[src/rtl/wdt_pkg.sv]
package wdt_pkg;
  localparam logic [31:0] KEY_UNLOCK32 = 32'hD928_C520;
  localparam logic [31:0] KEY_REFRESH32 = 32'hB480_A602;
  localparam logic [15:0] KEY_UNLOCK_LO = 16'hC520;
  localparam logic [15:0] KEY_UNLOCK_HI = 16'hD928;
  localparam logic [15:0] KEY_REFRESH_LO = 16'hA602;
  localparam logic [15:0] KEY_REFRESH_HI = 16'hB480;

  localparam int BIT_MODE32 = 13;
  localparam int BIT_OPEN = 11;
  localparam int BIT_DONE = 10;
  localparam int BIT_SEL_HI = 9;
  localparam int BIT_SEL_LO = 8;
  localparam int BIT_EN = 7;
  localparam int BIT_PERMIT = 5;
  localparam int BIT_WAIT = 1;
  localparam int BIT_STOP = 0;

  localparam logic [1:0] ADR_CTRL = 2'd0;
  localparam logic [1:0] ADR_CNT = 2'd1;
  localparam logic [1:0] ADR_TOV = 2'd2;

  typedef enum logic [1:0] {
    KS_IDLE,
    KS_UNLK_LO,
    KS_REF_LO
  } key_st_e;

  typedef struct packed {
    logic       mode32;
    logic [1:0] sel;
    logic       en;
    logic       permit;
    logic       run_wait;
    logic       run_stop;
  } ctrl_t;
endpackage

[src/rtl/wdt_keydec.sv]
module wdt_keydec
  import wdt_pkg::*;
(
  input  logic        clk,
  input  logic        rst_n,
  input  logic        wr_cmd,
  input  logic [31:0] wdata,
  input  logic        mode32,
  output logic        unlock_p,
  output logic        refresh_p
);
  key_st_e st_q, st_d;
  logic [15:0] lo;

  assign lo = wdata[15:0];

  always_comb begin
    st_d = st_q;
    unlock_p = 1'b0;
    refresh_p = 1'b0;
    if (wr_cmd) begin
      if (mode32) begin
        st_d = KS_IDLE;
        unlock_p = (wdata == KEY_UNLOCK32);
        refresh_p = (wdata == KEY_REFRESH32);
      end else begin
        case (st_q)
          KS_UNLK_LO: begin
            unlock_p = (lo == KEY_UNLOCK_HI);
            st_d = KS_IDLE;
          end
          KS_REF_LO: begin
            refresh_p = (lo == KEY_REFRESH_HI);
            st_d = KS_IDLE;
          end
          default: begin
            if (lo == KEY_UNLOCK_LO) st_d = KS_UNLK_LO;
            else if (lo == KEY_REFRESH_LO) st_d = KS_REF_LO;
            else st_d = KS_IDLE;
          end
        endcase
      end
    end
  end

  always_ff @(posedge clk or negedge rst_n) begin
    if (!rst_n) st_q <= KS_IDLE;
    else st_q <= st_d;
  end

  // a 16-bit key pulse only follows a first half recorded earlier
  a_r3_half_order: assert property (@(posedge clk) disable iff (!rst_n)
    (wr_cmd && !mode32 && st_q == KS_IDLE) |-> !(unlock_p || refresh_p));
endmodule

[src/rtl/wdt_cfg.sv]
module wdt_cfg
  import wdt_pkg::*;
#(
  parameter int TO_W = 32,
  parameter int WIN = 255,
  parameter logic [TO_W-1:0] TO_RST = TO_W'(32'hFFFF)
)(
  input  logic            clk,
  input  logic            rst_n,
  input  logic            wr_ctrl,
  input  logic            wr_tov,
  input  logic [31:0]     wdata,
  input  logic            unlock_p,
  output ctrl_t           ctrl,
  output logic [TO_W-1:0] toval,
  output logic            unlocked,
  output logic            done
);
  localparam int WIN_W = $clog2(WIN + 1);

  logic [WIN_W-1:0] win_q;
  logic applied_q;
  logic lockout;
  logic cfg_hit;

  assign lockout = applied_q && !ctrl.permit;
  assign cfg_hit = unlocked && (wr_ctrl || wr_tov);

  always_ff @(posedge clk or negedge rst_n) begin
    if (!rst_n) begin
      ctrl <= '{mode32: 1'b0, sel: 2'd0, en: 1'b1, permit: 1'b1,
                run_wait: 1'b0, run_stop: 1'b0};
      toval <= TO_RST;
      unlocked <= 1'b0;
      done <= 1'b0;
      applied_q <= 1'b0;
      win_q <= '0;
    end else if (unlock_p && !lockout) begin
      unlocked <= 1'b1;
      done <= 1'b0;
      win_q <= WIN_W'(WIN);
    end else if (cfg_hit) begin
      if (wr_ctrl) begin
        ctrl.mode32 <= wdata[BIT_MODE32];
        ctrl.sel <= wdata[BIT_SEL_HI:BIT_SEL_LO];
        ctrl.en <= wdata[BIT_EN];
        ctrl.permit <= wdata[BIT_PERMIT];
        ctrl.run_wait <= wdata[BIT_WAIT];
        ctrl.run_stop <= wdata[BIT_STOP];
      end else begin
        toval <= wdata[TO_W-1:0];
      end
      done <= 1'b1;
      unlocked <= 1'b0;
      applied_q <= 1'b1;
      win_q <= '0;
    end else if (unlocked) begin
      if (win_q == WIN_W'(1)) unlocked <= 1'b0;
      win_q <= win_q - 1'b1;
    end
  end

  a_r2_locked_tov: assert property (@(posedge clk) disable iff (!rst_n)
    (!unlocked && !unlock_p && wr_tov) |=> $stable(toval));
  a_r5_relock: assert property (@(posedge clk) disable iff (!rst_n)
    cfg_hit |=> (!unlocked && done));
  a_r6_window_live: assert property (@(posedge clk) disable iff (!rst_n)
    unlocked |-> (win_q != '0));
  a_r11_refused: assert property (@(posedge clk) disable iff (!rst_n)
    (lockout && !unlocked) |=> !unlocked);
endmodule

[src/rtl/wdt_counter.sv]
module wdt_counter #(
  parameter int CNT_W = 32
)(
  input  logic             clk,
  input  logic             rst_n,
  input  logic             en,
  input  logic             tick,
  input  logic             run_ok,
  input  logic             refresh_p,
  input  logic [CNT_W-1:0] toval,
  output logic [CNT_W-1:0] cnt,
  output logic             rst_req
);
  logic fired_q;

  always_ff @(posedge clk or negedge rst_n) begin
    if (!rst_n) begin
      cnt <= '0;
      fired_q <= 1'b0;
      rst_req <= 1'b0;
    end else if (!en) begin
      cnt <= '0;
      fired_q <= 1'b0;
      rst_req <= 1'b0;
    end else begin
      rst_req <= 1'b0;
      if (refresh_p) begin
        cnt <= '0;
        fired_q <= 1'b0;
      end else if (cnt >= toval) begin
        if (!fired_q) begin
          rst_req <= 1'b1;
          fired_q <= 1'b1;
        end
      end else if (tick && run_ok) begin
        cnt <= cnt + 1'b1;
      end
    end
  end

  a_r9_one_cycle: assert property (@(posedge clk) disable iff (!rst_n)
    rst_req |=> !rst_req);
  a_r7_refresh_clears: assert property (@(posedge clk) disable iff (!rst_n)
    (en && refresh_p) |=> (cnt == '0));
  a_r8_step: assert property (@(posedge clk) disable iff (!rst_n)
    (en && !refresh_p && tick && run_ok && cnt < toval) |=> (cnt == $past(cnt) + 1'b1));
  a_r8_disabled_zero: assert property (@(posedge clk) disable iff (!rst_n)
    !en |=> (cnt == '0));
endmodule

[src/rtl/wdt_keyguard.sv]
module wdt_keyguard
  import wdt_pkg::*;
#(
  parameter int CNT_W = 32,
  parameter int WIN = 255
)(
  input  logic        clk,
  input  logic        rst_n,
  input  logic        wr_en,
  input  logic        rd_en,
  input  logic [1:0]  addr,
  input  logic [31:0] wdata,
  output logic [31:0] rdata,
  input  logic        tick_en,
  input  logic        sys_wait,
  input  logic        sys_stop,
  output logic [1:0]  clk_sel,
  output logic        wdog_rst_req
);
  ctrl_t ctrl;
  logic [CNT_W-1:0] toval;
  logic [CNT_W-1:0] cnt;
  logic unlocked, done, unlock_p, refresh_p, run_ok;
  logic [31:0] ctrl_word;

  wdt_keydec u_key (
    .clk(clk), .rst_n(rst_n),
    .wr_cmd(wr_en && addr == ADR_CNT), .wdata(wdata), .mode32(ctrl.mode32),
    .unlock_p(unlock_p), .refresh_p(refresh_p)
  );

  wdt_cfg #(.TO_W(CNT_W), .WIN(WIN)) u_cfg (
    .clk(clk), .rst_n(rst_n),
    .wr_ctrl(wr_en && addr == ADR_CTRL), .wr_tov(wr_en && addr == ADR_TOV),
    .wdata(wdata), .unlock_p(unlock_p),
    .ctrl(ctrl), .toval(toval), .unlocked(unlocked), .done(done)
  );

  assign run_ok = !(sys_wait && !ctrl.run_wait) && !(sys_stop && !ctrl.run_stop);

  wdt_counter #(.CNT_W(CNT_W)) u_cnt (
    .clk(clk), .rst_n(rst_n), .en(ctrl.en), .tick(tick_en), .run_ok(run_ok),
    .refresh_p(refresh_p), .toval(toval), .cnt(cnt), .rst_req(wdog_rst_req)
  );

  always_comb begin
    ctrl_word = '0;
    ctrl_word[BIT_MODE32] = ctrl.mode32;
    ctrl_word[BIT_OPEN] = unlocked;
    ctrl_word[BIT_DONE] = done;
    ctrl_word[BIT_SEL_HI:BIT_SEL_LO] = ctrl.sel;
    ctrl_word[BIT_EN] = ctrl.en;
    ctrl_word[BIT_PERMIT] = ctrl.permit;
    ctrl_word[BIT_WAIT] = ctrl.run_wait;
    ctrl_word[BIT_STOP] = ctrl.run_stop;
  end

  always_ff @(posedge clk or negedge rst_n) begin
    if (!rst_n) rdata <= '0;
    else if (rd_en) begin
      case (addr)
        ADR_CTRL: rdata <= ctrl_word;
        ADR_CNT:  rdata <= 32'(cnt);
        ADR_TOV:  rdata <= 32'(toval);
        default:  rdata <= '0;
      endcase
    end
  end

  assign clk_sel = ctrl.sel;

  a_r12_sel_follows: assert property (@(posedge clk) disable iff (!rst_n)
    (wr_en && addr == ADR_CTRL && unlocked) |=> (clk_sel == $past(wdata[BIT_SEL_HI:BIT_SEL_LO])));
  a_r13_rdata_hold: assert property (@(posedge clk) disable iff (!rst_n)
    !rd_en |=> $stable(rdata));
endmodule

[config.mk]
export PLATFORM = sky130hd
export DESIGN_NAME = wdt_keyguard
export DESIGN_NICKNAME = d
export VERILOG_FILES = /design/src/rtl/wdt_pkg.sv /design/src/rtl/wdt_keydec.sv /design/src/rtl/wdt_cfg.sv /design/src/rtl/wdt_counter.sv /design/src/rtl/wdt_keyguard.sv
export SDC_FILE = /design/constraint.sdc
export NUM_CORES = 1
export LEC_CHECK = 0
export ABC_AREA = 1
export BUFFER_PORTS_ARGS = -buffer_cell sky130_fd_sc_hd__buf_4
export CORE_MARGIN = 1
export CORE_UTILIZATION = 35
export CTS_CLUSTER_DIAMETER = 50
export DETAILED_ROUTE_END_ITERATION = 16
export SLEW_MARGIN = 10
export SYNTH_ARGS = -nofsm -noshare
export SYNTH_HDL_FRONTEND = slang
export SYNTH_SLANG_ARGS = --single-unit
[constraint.sdc]
create_clock -name clk -period 2.2 [get_ports clk]
set_clock_uncertainty 0.1 [all_clocks]
set_input_delay 0.44 -clock clk [delete_from_list [all_inputs] [get_ports clk]]
set_output_delay 0.44 -clock clk [all_outputs]
set_load 0.1 [all_outputs]
; Yosys cells after proc, flatten, opt, wreduce, memory -nomap -nowiden
; Index checks and enable logic that the tools add are counted.
[word_totals]
regBits = 118
inputBits = 41
out_inout_bits = 35
[classes]
addsub = 2
magnitude_cmp = 1
eq_ne = 14
n_mux = 31
bitwise = 2
reduce_logical = 25
[ops]
columns = operator, count
row1 = 32-bit two-way mux, 4
row2 = 32-bit one-hot mux with 3 select lines, 1
row3 = 16-bit equality test (second input constant), 4
row4 = 32-bit equality test (second input constant), 2
row5 = 32-bit by 1-bit adder with 32-bit output (second input constant), 1
row6 = 32-bit >= comparator, 1
row7 = 8-bit two-way mux, 3
row8 = 1-bit two-way mux, 19
row9 = 1-bit logical AND, 10
row10 = 8-bit by 1-bit equality test with 1-bit output (second input constant), 1
row11 = 2-bit two-way mux, 4
row12 = 8-bit by 1-bit subtractor with 8-bit output (second input constant), 1
row13 = 1-bit logical NOT, 6
row14 = 3-bit by 2-bit != test with 1-bit output (second input constant), 2
row15 = 3-bit AND reduction, 2
row16 = 2-bit by 1-bit equality test with 1-bit output (second input constant), 2
row17 = 2-bit equality test (second input constant), 2
row18 = 2-bit AND reduction, 2
row19 = 3-bit != test (second input constant), 1
row20 = 3-bit nonzero test, 1
row21 = 2-bit logical NOT, 1
row22 = 1-bit NOT, 2
row23 = 2-bit nonzero test, 1
row24 = 2-bit OR reduction, 1
row25 = 1-bit logical OR, 1

; Longest topological paths before layout
; Gate-level depths: netlist of the first run.
[depth]
ltp_word = 9
depth_mapped = 17
depth_no_buf = 16

; Cells and area by module
; A second synthesis of the first run with hierarchy kept.
[hier_totals]
hier_cells = 1144
area_unflattened_um2 = 7744.9
[modules_own_cells]
columns = mod, n_inst, cells_per_inst, area_each_um2, seq_area_each_um2
row1 = wdt_counter, 1, 516, 3340.7, 850.8
row2 = wdt_cfg, 1, 248, 2147.1, 1273.7
row3 = wdt_keyguard, 1, 262, 1714.1, 800.8
row4 = wdt_keydec, 1, 118, 543.0, 50.0

; Worst setup path after synthesis of the first run
; Ideal clock, no wire load.
[synth_timing]
path_type = flip-flop to flip-flop
start = register u_cfg.toval[15]
end = register u_cnt.cnt[2]
setup_ps = 117
arrival_ps = 1776
t_required_ps = 1983
setup_slack_ps = 207
stages_incl_launch_ff = 15
n_path_buf = 1
path_cell_list = dfstp_2 > inv_1 > ha_1 > nand2_1 > nor2_1 > nand2_1 > nor2_1 > nor2_1 > nand2_1 > nand2_1 > nand3_2 > nand2_4 > buf_6 > nand2_1 > nand2_1
[synth_via]
elab_chain_len = 3
[synth_rtl]
columns = element, line
row1 = "start, declared", wdt_cfg.sv:15  ; output logic [TO_W-1:0] toval,
row2 = "start signal, assigned", wdt_cfg.sv:51  ; toval <= wdata[TO_W-1:0];
row3 = 32-bit >= comparator, wdt_counter.sv:30  ; end else if (cnt >= toval) begin
row4 = 3-bit != test (no source line), -
row5 = 2-bit AND reduction (no source line), -
row6 = "end signal, assigned", wdt_counter.sv:36  ; cnt <= cnt + 1'b1;
row7 = "end, declared", wdt_counter.sv:11  ; output logic [CNT_W-1:0] cnt,
; No other way between the ends.
; A chain may end at the register's enable or synchronous reset.

; Final worst setup path of the first run
[layout_timing]
start = register u_cfg.toval[10]
end = register u_cnt.cnt[6]
; Same word-level chain as after synthesis.

==> results of run 1 <==
repair_timing:
item,in CTS,in global routing
setup buffers,9,2
pin swaps,27,22
endpoints found under the setup margin,32,34
hold buffers,1,0
resized for setup,50,42
endpoints found under the hold margin,13,0
gates cloned,6,1
cell usage after synthesis, types with 15 or more instances:
library cell               instances
sky130_fd_sc_hd__a21oi_1          19
sky130_fd_sc_hd__a31oi_1          23
sky130_fd_sc_hd__clkbuf_1         15
sky130_fd_sc_hd__dfrtp_1         100
sky130_fd_sc_hd__dfstp_2          18
sky130_fd_sc_hd__ha_1             37
sky130_fd_sc_hd__inv_1           119
sky130_fd_sc_hd__nand2_1         347
sky130_fd_sc_hd__nand3_1          61
sky130_fd_sc_hd__nor2_1          146
sky130_fd_sc_hd__o21ai_0          45
sky130_fd_sc_hd__xor2_1           15
per-layer routing:
metal  vias up  wire [um]  track usage [%]
li1       3661          -                -
met1      3427      10800             29.0
met2       184      11400             37.3
met3        49       1060             4.33
met4         2        694             9.43
met5         -          9                0
worst max-delay path: cells and delay by family, from the launching register on:
kind	cells	cell delay (ns)
adder cells (fa/ha/maj)	1	0.28
AND/OR/NAND/NOR	11	0.88
flip-flops	1	0.54
buffers and inverters	3	0.34
logic make-up after synthesis:
| kind of cell | synth area share (%) |
|---|---|
| simple gates | 33.1 |
| buf+inv | 8.71 |
| flops | 39.6 |
| compound gates | 8.89 |
| fa+ha+maj | 6.16 |
| xor+xnor | 2.45 |
| mux | 1.05 |
flip-flops by register name (all words and copies together), names as in the netlist:
register,flops
u_cfg.win_q,8
u_cfg.ctrl,7
u_cnt.rst_req,1
u_cnt.cnt,32
u_cnt.fired_q,1
u_cfg.toval,32
u_key.st_q,2
u_cfg.applied_q,1
u_cfg.unlocked,1
rdata,32
u_cfg.done,1
how the worst min path moves through the flow:
stage,end,from,slack [ns],depth (start not counted)
after floorplan,rdata[0],rst_n,0.04,0
after global placement,rdata[19],rst_n,0.31,1
after detailed placement,rdata[19],rst_n,0.32,1
after CTS,u_cfg.toval[12],wdata[12],0.17,3
after global routing,u_cfg.toval[12],wdata[12],0.19,3
final,u_cfg.toval[12],wdata[12],0.18,3
power groups by stage:
stage | logic, uW | registers, uW | clock network, uW
2_1_floorplan | 315 | 2650 | 0
3_3_place_gp | 885 | 2390 | 0
3_5_place_dp | 891 | 2390 | 0
4_1_cts | 955 | 2360 | 2970
5_1_grt | 1040 | 2370 | 3080
6_report | 961 | 2360 | 2940
through the flow:
step / TNS [ns] / hold WS, ns / instance area (sq um) / utilization, %
detailed placement: -2.39 / 0.321 / 8800 / 41.9
floorplan: 0 / 0.0444 / 7510 / -
global route: -4.13 / 0.194 / 10000 / 47.7
global placement: -1.51 / 0.314 / 8800 / 41.9
finish: -0.606 / 0.182 / 10000 / 47.7
CTS: -0.553 / 0.169 / 9850 / 46.8
layout by cell type (no fill, tap or decap), types with 14 or more instances in the layout:
| cell type | n |
|---|---|
| sky130_fd_sc_hd__nand2_2 | 21 |
| sky130_fd_sc_hd__dfrtp_1 | 100 |
| sky130_fd_sc_hd__clkbuf_16 | 17 |
| sky130_fd_sc_hd__inv_1 | 110 |
| sky130_fd_sc_hd__nor3_1 | 14 |
| sky130_fd_sc_hd__a31oi_1 | 23 |
| sky130_fd_sc_hd__ha_1 | 29 |
| sky130_fd_sc_hd__o21ai_0 | 45 |
| sky130_fd_sc_hd__nand3_1 | 38 |
| sky130_fd_sc_hd__nor2_1 | 141 |
| sky130_fd_sc_hd__nand2_1 | 329 |
| sky130_fd_sc_hd__nand3_2 | 26 |
| sky130_fd_sc_hd__xor2_1 | 15 |
| sky130_fd_sc_hd__dfstp_2 | 18 |
| sky130_fd_sc_hd__buf_4 | 137 |
| sky130_fd_sc_hd__a21oi_1 | 16 |
layout make-up:
cell class | instances | area [sq um]
Clock inverter | 8 | 121
Fill cell | 2123 | 11000
Multi-Input combinational cell | 784 | 4260
Clock buffer | 24 | 502
Sequential cell | 118 | 2980
Timing Repair Buffer | 154 | 1350
Inverter | 124 | 475
Tap cell | 275 | 344
==> impl_results.html, run 1 <==
<table>
<tr><th>Metric</th><th>Value</th></tr>
<tr><th colspan="2">Outcome</th></tr>
<tr><td>Result of the run</td><td>complete, but fails checks</td></tr>
<tr><td>Violated checks</td><td>negative setup slack</td></tr>
<tr><th colspan="2">Drt</th></tr>
<tr><td>Detailed-routing iteration count for the pre-antenna-repair pass</td><td>6</td></tr>
<tr><td>DRC violation count after routing</td><td>0</td></tr>
<tr><td>DR vias</td><td>7323</td></tr>
<tr><td>Detailed-route wire length per cell</td><td>between 15 and 20 um</td></tr>
<tr><td>Number of routed nets with antenna violations</td><td>0</td></tr>
<tr><td>Post-DR vias/cell</td><td>a little under 5</td></tr>
<tr><td>Drt total wl</td><td>~24000 um</td></tr>
<tr><td>DR iter-0 viols</td><td>358</td></tr>
<tr><th colspan="2">CTS</th></tr>
<tr><td>Worst-case clock buffer depth</td><td>2</td></tr>
<tr><td>Number of buffers inserted during clock tree synthesis</td><td>17</td></tr>
<tr><td>Clock transition at the register clock pins on the worst setup and hold paths after CTS</td><td>about 0.06 ns</td></tr>
<tr><td>H-tree levels</td><td>4</td></tr>
<tr><td>Worst-skew pair later-pin latency</td><td>0.43 ns</td></tr>
<tr><td>Cell chosen for the clock root</td><td>sky130_fd_sc_hd__clkbuf_16</td></tr>
<tr><td>CTS tree</td><td>done</td></tr>
<tr><td>Number of sinks on the clock net</td><td>118</td></tr>
<tr><th colspan="2">Setup path</th></tr>
<tr><td>Required time at the endpoint of the critical path</td><td>2.41 ns</td></tr>
<tr><td>Origin of the critical flop-to-flop path</td><td>u_cfg.toval[10]</td></tr>
<tr><td>Critical path fanouts, max</td><td>7</td></tr>
<tr><td>Critical setup path kind</td><td>reg -&gt; reg</td></tr>
<tr><td>Maximum single-stage delay on the critical path</td><td>about 0.54 ns</td></tr>
<tr><td>Critical Path Sink Type</td><td>register</td></tr>
<tr><td>Reg-to-reg critical path endpoint</td><td>u_cnt.cnt[6]</td></tr>
<tr><td>Worst setup path start</td><td>u_cfg.toval[10]</td></tr>
<tr><td>CP endpoint</td><td>u_cnt.cnt[6]</td></tr>
<tr><td>Master of the slowest instance on the critical path</td><td>sky130_fd_sc_hd__dfstp_2</td></tr>
<tr><td>Path depth of the worst reg2reg path</td><td>15</td></tr>
<tr><td>Slack of the worst reg-to-reg path</td><td>-0.06 ns</td></tr>
<tr><td>Most frequent cell on the critical path</td><td>sky130_fd_sc_hd__nand2_1</td></tr>
<tr><td>Data arrival time of the critical path</td><td>around 2.5 ns</td></tr>
<tr><td>Cell-by-cell listing of the critical path</td><td>inv_2 &gt; ha_4 &gt; nand2_4 &gt; buf_12 &gt; nor2_4 &gt; nand2_1 &gt; nor2_1 &gt; nor2_1 &gt; nand2_1 &gt; nand2_2 &gt; nand3_4 &gt; buf_12 &gt; nand2_4 &gt; nand2_1 &gt; nand2_1</td></tr>
<tr><td>Type of origin of the critical path</td><td>register</td></tr>
<tr><th colspan="2">Global routing</th></tr>
<tr><td>Via count of the first global-routing pass</td><td>around 7200</td></tr>
<tr><td>Total GRT Usage</td><td>a little under a quarter</td></tr>
<tr><td>Global-route wire length before repair</td><td>between 30000 and 40000 um</td></tr>
<tr><td>Overflow left after global routing</td><td>0</td></tr>
<tr><td>Number of antenna violations at the first check in global routing</td><td>1</td></tr>
<tr><td>Pin count of the biggest net entering global routing</td><td>47</td></tr>
<tr><th colspan="2">Pwr</th></tr>
<tr><td>Clock power share</td><td>between 40 and 50%</td></tr>
<tr><td>Power per standard cell area</td><td>625 nW/um^2</td></tr>
<tr><td>Sequential fraction of design power</td><td>a little under two fifths</td></tr>
<tr><td>Power, Total</td><td>between 6000 and 7000 uW</td></tr>
<tr><td>Switching share of total power</td><td>between 20% and 30%</td></tr>
<tr><td>Maximum vdd ir drop</td><td>~0.5 mV</td></tr>
<tr><td>Sw Pwr</td><td>around 1800 uW</td></tr>
<tr><td>Pleak</td><td>~0.0048 uW</td></tr>
<tr><td>P_int</td><td>approximately 4500 uW</td></tr>
<tr><td>Share of total power in combinational logic</td><td>15.3%</td></tr>
<tr><th colspan="2">STA</th></tr>
<tr><td>Minimum clock period after layout</td><td>between 2 and 2.5 ns</td></tr>
<tr><td>Slew of the pin with the lowest slew margin</td><td>0.576 ns</td></tr>
<tr><td>Unrepaired setup endpoints after global routing</td><td>true</td></tr>
<tr><td>Final setup violation count</td><td>29</td></tr>
<tr><td>Post-route clock period utilization</td><td>103%</td></tr>
<tr><td>Number of endpoints with negative hold slack in the final report</td><td>0</td></tr>
<tr><td>Post-route worst setup slack</td><td>-0.0614 ns</td></tr>
<tr><td>Total count of max-transition violations in the final report</td><td>0</td></tr>
<tr><td>Fmax</td><td>~0.44 GHz</td></tr>
<tr><td>Relative slew slack</td><td>61.3%</td></tr>
<tr><th colspan="2">Synthesis</th></tr>
<tr><td>Mapped Avg Cell Area</td><td>roughly 7.1 sq um</td></tr>
<tr><td>Flop and latch count out of synthesis</td><td>118</td></tr>
<tr><td>Flip-flop cell with the highest count after synthesis</td><td>sky130_fd_sc_hd__dfrtp_1</td></tr>
<tr><td>Number of nets produced by synthesis</td><td>~1100</td></tr>
<tr><td>Sequential fraction of the synthesis area</td><td>39.6%</td></tr>
<tr><td>Top post-synthesis cells by area</td><td>sky130_fd_sc_hd__dfrtp_1 (33%), sky130_fd_sc_hd__nand2_1 (17%), sky130_fd_sc_hd__nor2_1 (7.3%)</td></tr>
<tr><td>Area leader, netlist</td><td>sky130_fd_sc_hd__dfrtp_1</td></tr>
<tr><td>Number of distinct library cells after synthesis</td><td>slightly above 40</td></tr>
<tr><td>Mapped Area</td><td>7510 sq um</td></tr>
<tr><td>Fraction of post-synthesis cell area in the top cell type by area</td><td>roughly 33%</td></tr>
<tr><td>Synth async-reset ratio</td><td>100%</td></tr>
<tr><td>Number of instances in the synthesized netlist</td><td>1057</td></tr>
<tr><td>Yosys warning count</td><td>0</td></tr>
<tr><td>Post-synth EDFFs</td><td>0</td></tr>
<tr><th colspan="2">Floorplanning</th></tr>
<tr><td>Num rows</td><td>53</td></tr>
<tr><td>Overall die area</td><td>approximately 22000 sq um</td></tr>
<tr><td>Die Width</td><td>149 um</td></tr>
<tr><td>Number of top-level design ports</td><td>76</td></tr>
<tr><td>Chip height</td><td>approximately 150 um</td></tr>
<tr><td>Initial cell density of the core</td><td>35.7%</td></tr>
<tr><td>Placeable core region</td><td>roughly 21000 sq um</td></tr>
<tr><th colspan="2">Place</th></tr>
<tr><td># port buffers</td><td>75</td></tr>
<tr><td>RD Place Congestion</td><td>0.910</td></tr>
<tr><td>Number of placed cells counting well taps</td><td>around 1400</td></tr>
<tr><td>Pre-CTS setup slack</td><td>-0.112 ns</td></tr>
<tr><td>Total half-perimeter wirelength after legalization and detailed placement</td><td>17300 um</td></tr>
<tr><th colspan="2">Layout</th></tr>
<tr><td>Post-Layout Cell Count</td><td>about 1500</td></tr>
<tr><td>Total inserted antenna cells</td><td>0</td></tr>
<tr><td>P&amp;R area growth vs syn</td><td>33.4%</td></tr>
<tr><td>Fraction of final layout cells sized beyond drive strength 1</td><td>approximately a quarter</td></tr>
<tr><td># nets final</td><td>between 1000 and 1500</td></tr>
<tr><th colspan="2">Flow run</th></tr>
<tr><td>Number of maximum-capacitance violations</td><td>0</td></tr>
<tr><th colspan="2">Worst hold path</th></tr>
<tr><td>Min-delay worst type</td><td>in -&gt; reg</td></tr>
</table>
Power figures use the tool's default switching activity.
==> inputs of run 2 (changes only) <==
Settings changed: SYNTH_HIERARCHICAL set to 1.
==> run 2 against run 1 <==
Against the previous run: the run still ends with negative setup slack left; largest power group unchanged; via count rose by 6.6%; design area rose by 2.5%; first-iteration DRC count rose by 16%; clock power fell by 11%; fmax fell by 1.4%; die area rose by 3.0%; count of clock-buffer cells in the layout fell by 1; critical path type unchanged; wire length fell by 0.43%; sequential power fell by 4%; total power fell by 12%; flip-flop and latch count did not move; largest cell class unchanged.
==> impl_results.html, run 2 <==
<table>
<tr><th>Metric</th><th>Value</th></tr>
<tr><th colspan="2">Drt</th></tr>
<tr><td>Detailed-routing iteration count for the pre-antenna-repair pass</td><td>5</td></tr>
<tr><td>Post-DR vias/cell</td><td>~4.9</td></tr>
<tr><td>Drt total wl</td><td>approximately 24000 um</td></tr>
<tr><td>DR iter-0 viols</td><td>414</td></tr>
<tr><td>DRC violation count after routing</td><td>0</td></tr>
<tr><td>DR vias</td><td>7806</td></tr>
<tr><td>Number of routed nets with antenna violations</td><td>0</td></tr>
<tr><td>Detailed-route wire length per cell</td><td>roughly 15 um</td></tr>
<tr><th colspan="2">Setup path</th></tr>
<tr><td>Data arrival time of the critical path</td><td>around 2.5 ns</td></tr>
<tr><td>Critical path fanouts, max</td><td>7</td></tr>
<tr><td>Critical Path Sink Type</td><td>register</td></tr>
<tr><td>Slack of the worst reg-to-reg path</td><td>-0.09 ns</td></tr>
<tr><td>Required time at the endpoint of the critical path</td><td>between 2 and 2.5 ns</td></tr>
<tr><td>Critical setup path kind</td><td>reg -&gt; reg</td></tr>
<tr><td>Path depth of the worst reg2reg path</td><td>16</td></tr>
<tr><td>Type of origin of the critical path</td><td>register</td></tr>
<tr><td>Reg-to-reg critical path endpoint</td><td>u_cnt/cnt[11]</td></tr>
<tr><td>Origin of the critical flop-to-flop path</td><td>u_cfg/toval[6]</td></tr>
<tr><th colspan="2">Layout</th></tr>
<tr><td>Registers with the most flip-flops</td><td>rdata: 32 flops, u_cfg/toval: 32 flops, u_cnt/cnt: 32 flops</td></tr>
<tr><td>Total inserted antenna cells</td><td>0</td></tr>
<tr><td>Fraction of final layout cells sized beyond drive strength 1</td><td>between 20% and 30%</td></tr>
<tr><td>Most common cell after layout, fill and taps aside</td><td>sky130_fd_sc_hd__nand2_1</td></tr>
<tr><td>Leading cell types in the layout, fill and taps excluded</td><td>sky130_fd_sc_hd__nand2_1 (483), sky130_fd_sc_hd__buf_4 (163), sky130_fd_sc_hd__inv_1 (100), sky130_fd_sc_hd__dfrtp_1 (100), sky130_fd_sc_hd__nand3_1 (84)</td></tr>
<tr><td>Filler Cells Inserted</td><td>around 2200</td></tr>
<tr><td>Post-Layout Cell Count</td><td>approximately 1600</td></tr>
<tr><td>P&amp;R area growth vs syn</td><td>32.7%</td></tr>
<tr><td># nets final</td><td>approximately 1400</td></tr>
<tr><th colspan="2">Synthesis</th></tr>
<tr><td>Top post-synthesis cells by area</td><td>sky130_fd_sc_hd__dfrtp_1 (32%), sky130_fd_sc_hd__nand2_1 (25%), sky130_fd_sc_hd__dfstp_2 (6.1%)</td></tr>
<tr><td>Mapped Avg Cell Area</td><td>about 6.8 sq um</td></tr>
<tr><td>Most used standard cell by instance count after synthesis</td><td>sky130_fd_sc_hd__nand2_1</td></tr>
<tr><td>Post-synth EDFFs</td><td>0</td></tr>
<tr><td>Flop and latch count out of synthesis</td><td>about 120</td></tr>
<tr><td>Flip-flop cell with the highest count after synthesis</td><td>sky130_fd_sc_hd__dfrtp_1</td></tr>
<tr><td>Synth async-reset ratio</td><td>between 90% and 100%</td></tr>
<tr><td>Number of nets produced by synthesis</td><td>1222</td></tr>
<tr><td>Sequential fraction of the synthesis area</td><td>roughly two fifths</td></tr>
<tr><td>Area leader, netlist</td><td>sky130_fd_sc_hd__dfrtp_1</td></tr>
<tr><td>Most instantiated cells after synthesis</td><td>sky130_fd_sc_hd__nand2_1 (514), sky130_fd_sc_hd__inv_1 (107), sky130_fd_sc_hd__dfrtp_1 (100)</td></tr>
<tr><td>Mapped Area</td><td>roughly 7700 sq um</td></tr>
<tr><td>Fraction of post-synthesis cell area in the top cell type by area</td><td>roughly a third</td></tr>
<tr><td>Number of distinct library cells after synthesis</td><td>36</td></tr>
<tr><td>Number of instances in the synthesized netlist</td><td>1144</td></tr>
<tr><td>Yosys warning count</td><td>6</td></tr>
<tr><th colspan="2">STA</th></tr>
<tr><td>Post-route worst setup slack</td><td>-0.0937 ns</td></tr>
<tr><td>Slew of the pin with the lowest slew margin</td><td>~0.47 ns</td></tr>
<tr><td>Post-route clock period utilization</td><td>104%</td></tr>
<tr><td>Number of endpoints with negative hold slack in the final report</td><td>0</td></tr>
<tr><td>Minimum hold slack</td><td>0.143 ns</td></tr>
<tr><td>Fmax</td><td>about 0.44 GHz</td></tr>
<tr><td>Relative slew slack</td><td>68.4%</td></tr>
<tr><td>Unrepaired setup endpoints after global routing</td><td>true</td></tr>
<tr><td>Minimum clock period after layout</td><td>2.29 ns</td></tr>
<tr><td>Final setup violation count</td><td>28</td></tr>
<tr><td>Total count of max-transition violations in the final report</td><td>0</td></tr>
<tr><th colspan="2">Place</th></tr>
<tr><td>Number of placed cells counting well taps</td><td>~1600</td></tr>
<tr><td>Total half-perimeter wirelength after legalization and detailed placement</td><td>between 15000 and 20000 um</td></tr>
<tr><td>RD Place Congestion</td><td>about 0.93</td></tr>
<tr><td># port buffers</td><td>75</td></tr>
<tr><th colspan="2">Outcome</th></tr>
<tr><td>Violated checks</td><td>negative setup slack</td></tr>
<tr><td>Result of the run</td><td>complete, but fails checks</td></tr>
<tr><th colspan="2">Global routing</th></tr>
<tr><td>Overflow left after global routing</td><td>0</td></tr>
<tr><td>Number of antenna violations at the first check in global routing</td><td>0</td></tr>
<tr><td>Pin count of the biggest net entering global routing</td><td>74</td></tr>
<tr><td>Via count of the first global-routing pass</td><td>roughly 7600</td></tr>
<tr><td>Total GRT Usage</td><td>roughly 22%</td></tr>
<tr><td>Global-route wire length before repair</td><td>38200 um</td></tr>
<tr><th colspan="2">Flow run</th></tr>
<tr><td>Number of maximum-capacitance violations</td><td>0</td></tr>
<tr><th colspan="2">Pwr</th></tr>
<tr><td>Pleak</td><td>~0.0053 uW</td></tr>
<tr><td>Power per standard cell area</td><td>between 500 and 600 nW/um^2</td></tr>
<tr><td>Maximum vdd ir drop</td><td>a little over 0.5 mV</td></tr>
<tr><th colspan="2">Floorplanning</th></tr>
<tr><td>Die Width</td><td>151 um</td></tr>
<tr><td>Chip height</td><td>151 um</td></tr>
<tr><td>Overall die area</td><td>roughly 23000 sq um</td></tr>
<tr><td>Initial cell density of the core</td><td>about 36%</td></tr>
<tr><td>Number of top-level design ports</td><td>76</td></tr>
<tr><td>Placeable core region</td><td>around 22000 sq um</td></tr>
<tr><td>Num rows</td><td>54</td></tr>
<tr><th colspan="2">CTS</th></tr>
<tr><td>Number of sinks on the clock net</td><td>118</td></tr>
<tr><td>H-tree levels</td><td>4</td></tr>
<tr><td>Cell chosen for the clock root</td><td>sky130_fd_sc_hd__clkbuf_16</td></tr>
<tr><td>CTS tree</td><td>done</td></tr>
<tr><td>Worst-skew pair later-pin latency</td><td>0.42 ns</td></tr>
<tr><td>Clock transition at the register clock pins on the worst setup and hold paths after CTS</td><td>0.06 ns</td></tr>
<tr><td>Number of buffers inserted during clock tree synthesis</td><td>17</td></tr>
<tr><td>Worst-case clock buffer depth</td><td>2</td></tr>
<tr><th colspan="2">Worst hold path</th></tr>
<tr><td>Hold Crit Depth</td><td>3</td></tr>
<tr><td>Min-delay worst type</td><td>in -&gt; reg</td></tr>
<tr><td>Min-Delay Endpoint</td><td>u_cfg/toval[29]</td></tr>
<tr><td>Worst Hold Launch</td><td>wdata[29]</td></tr>
</table>
[run 2: changes by cell type after synthesis, sizes merged, moves of 17 or more]
cell / previous run / this run
nand2: 353 / 524
nor2: 154 / 101
nand3: 65 / 97
o21ai: 45 / 16
a31oi: 23 / 0
nor3: 15 / 32
[run 2: worst max-delay path by stage]
stage                            endpoint      startpoint  depth (start not counted)
after global routing         u_cnt/cnt[6]  u_cfg/toval[6]                         16
after floorplan              u_cnt/cnt[2]         addr[0]                         10
after global placement       u_cnt/cnt[6]  u_cfg/toval[7]                         13
after CTS                    u_cnt/cnt[8]  u_cfg/toval[6]                         16
after detailed placement  u_cfg/toval[11]       wdata[14]                         14
final                       u_cnt/cnt[11]  u_cfg/toval[6]                         16
[run 2: cells by family (layout without fill, tap and decap cells)]
| family | after synthesis | count (layout) | share of synthesized area (%) |
|---|---|---|---|
| xor+xnor | 15 | 15 | 1.70 |
| simple gates | 768 | 772 | 41.9 |
| flops | 118 | 118 | 38.4 |
| compound gates | 46 | 46 | 3.20 |
| fa+ha+maj | 37 | 37 | 5.98 |
| buf+inv | 160 | 338 | 8.85 |
[run 2: power by group]
| group | switching (uW) | internal [uW] |
|---|---|---|
| Combinational | 429 | 235 |
| Sequential | 30.1 | 2230 |
| Clock | 1020 | 1600 |
| Total | 1470 | 4060 |
[run 2: final cells by class]
cell class / count / area [sq um] / share of cell area, %
Tap cell: 280 / 350 / 3.41
Sequential cell: 118 / 2980 / 28.9
Clock buffer: 23 / 468 / 4.55
Timing Repair Buffer: 180 / 1510 / 14.7
Multi-Input combinational cell: 870 / 4420 / 43.0
Clock inverter: 9 / 78.8 / 0.767
Inverter: 126 / 478 / 4.65
[run 2: timing repair]
action / 4_1_cts / 5_1_grt
gates resized for setup: 49 / 35
pin swaps: 23 / 15
endpoints found under the hold margin: 30 / 0
cloned: 6 / 0
buffers inserted: 10 / 3
hold buffers: 1 / 0
endpoints found under the setup margin: 64 / 68
[run 2: metrics by stage]
| stage | area, sq um | setup slack, ns | util (%) | TNS (ns) | power [uW] |
|---|---|---|---|---|---|
| after CTS | 10100 | -0.0641 | 46.5 | -0.623 | 5580 |
| final | 10300 | -0.0937 | 47.2 | -1.15 | 5540 |
| after detailed placement | 9190 | -0.171 | 42.2 | -6.63 | 2890 |
| after global placement | 9190 | -0.176 | 42.2 | -6.47 | 2880 |
| after global routing | 10300 | -0.182 | 47.2 | -4.29 | 5730 |
| after floorplan | 7740 | 0.118 | - | 0 | 2600 |
[run 2: metal layers]
metal | global-route usage (%) | vias up | routed length, um
met3 | 3.55 | 33 | 1160
met2 | 36.8 | 224 | 11400
met4 | 8.25 | 0 | 457
met1 | 28.0 | 3645 | 10900
met5 | 0 | - | 0
li1 | - | 3904 | -
[run 2: worst max-delay path: stages, from the launching register on]
cell	delay, ns
sky130_fd_sc_hd__dfstp_2	0.54
sky130_fd_sc_hd__inv_2	0.05
sky130_fd_sc_hd__ha_4	0.26
sky130_fd_sc_hd__nand2_1	0.06
sky130_fd_sc_hd__inv_2	0.07
sky130_fd_sc_hd__nand2_2	0.06
sky130_fd_sc_hd__nor2_2	0.09
sky130_fd_sc_hd__nor2_2	0.05
sky130_fd_sc_hd__nand2_2	0.11
sky130_fd_sc_hd__nand2_2	0.06
sky130_fd_sc_hd__nand2_2	0.08
sky130_fd_sc_hd__nand2_4	0.07
sky130_fd_sc_hd__nand3_4	0.16
sky130_fd_sc_hd__buf_6	0.15
sky130_fd_sc_hd__nand2_8	0.10
sky130_fd_sc_hd__nand2_2	0.11
sky130_fd_sc_hd__nand2_1	0.06
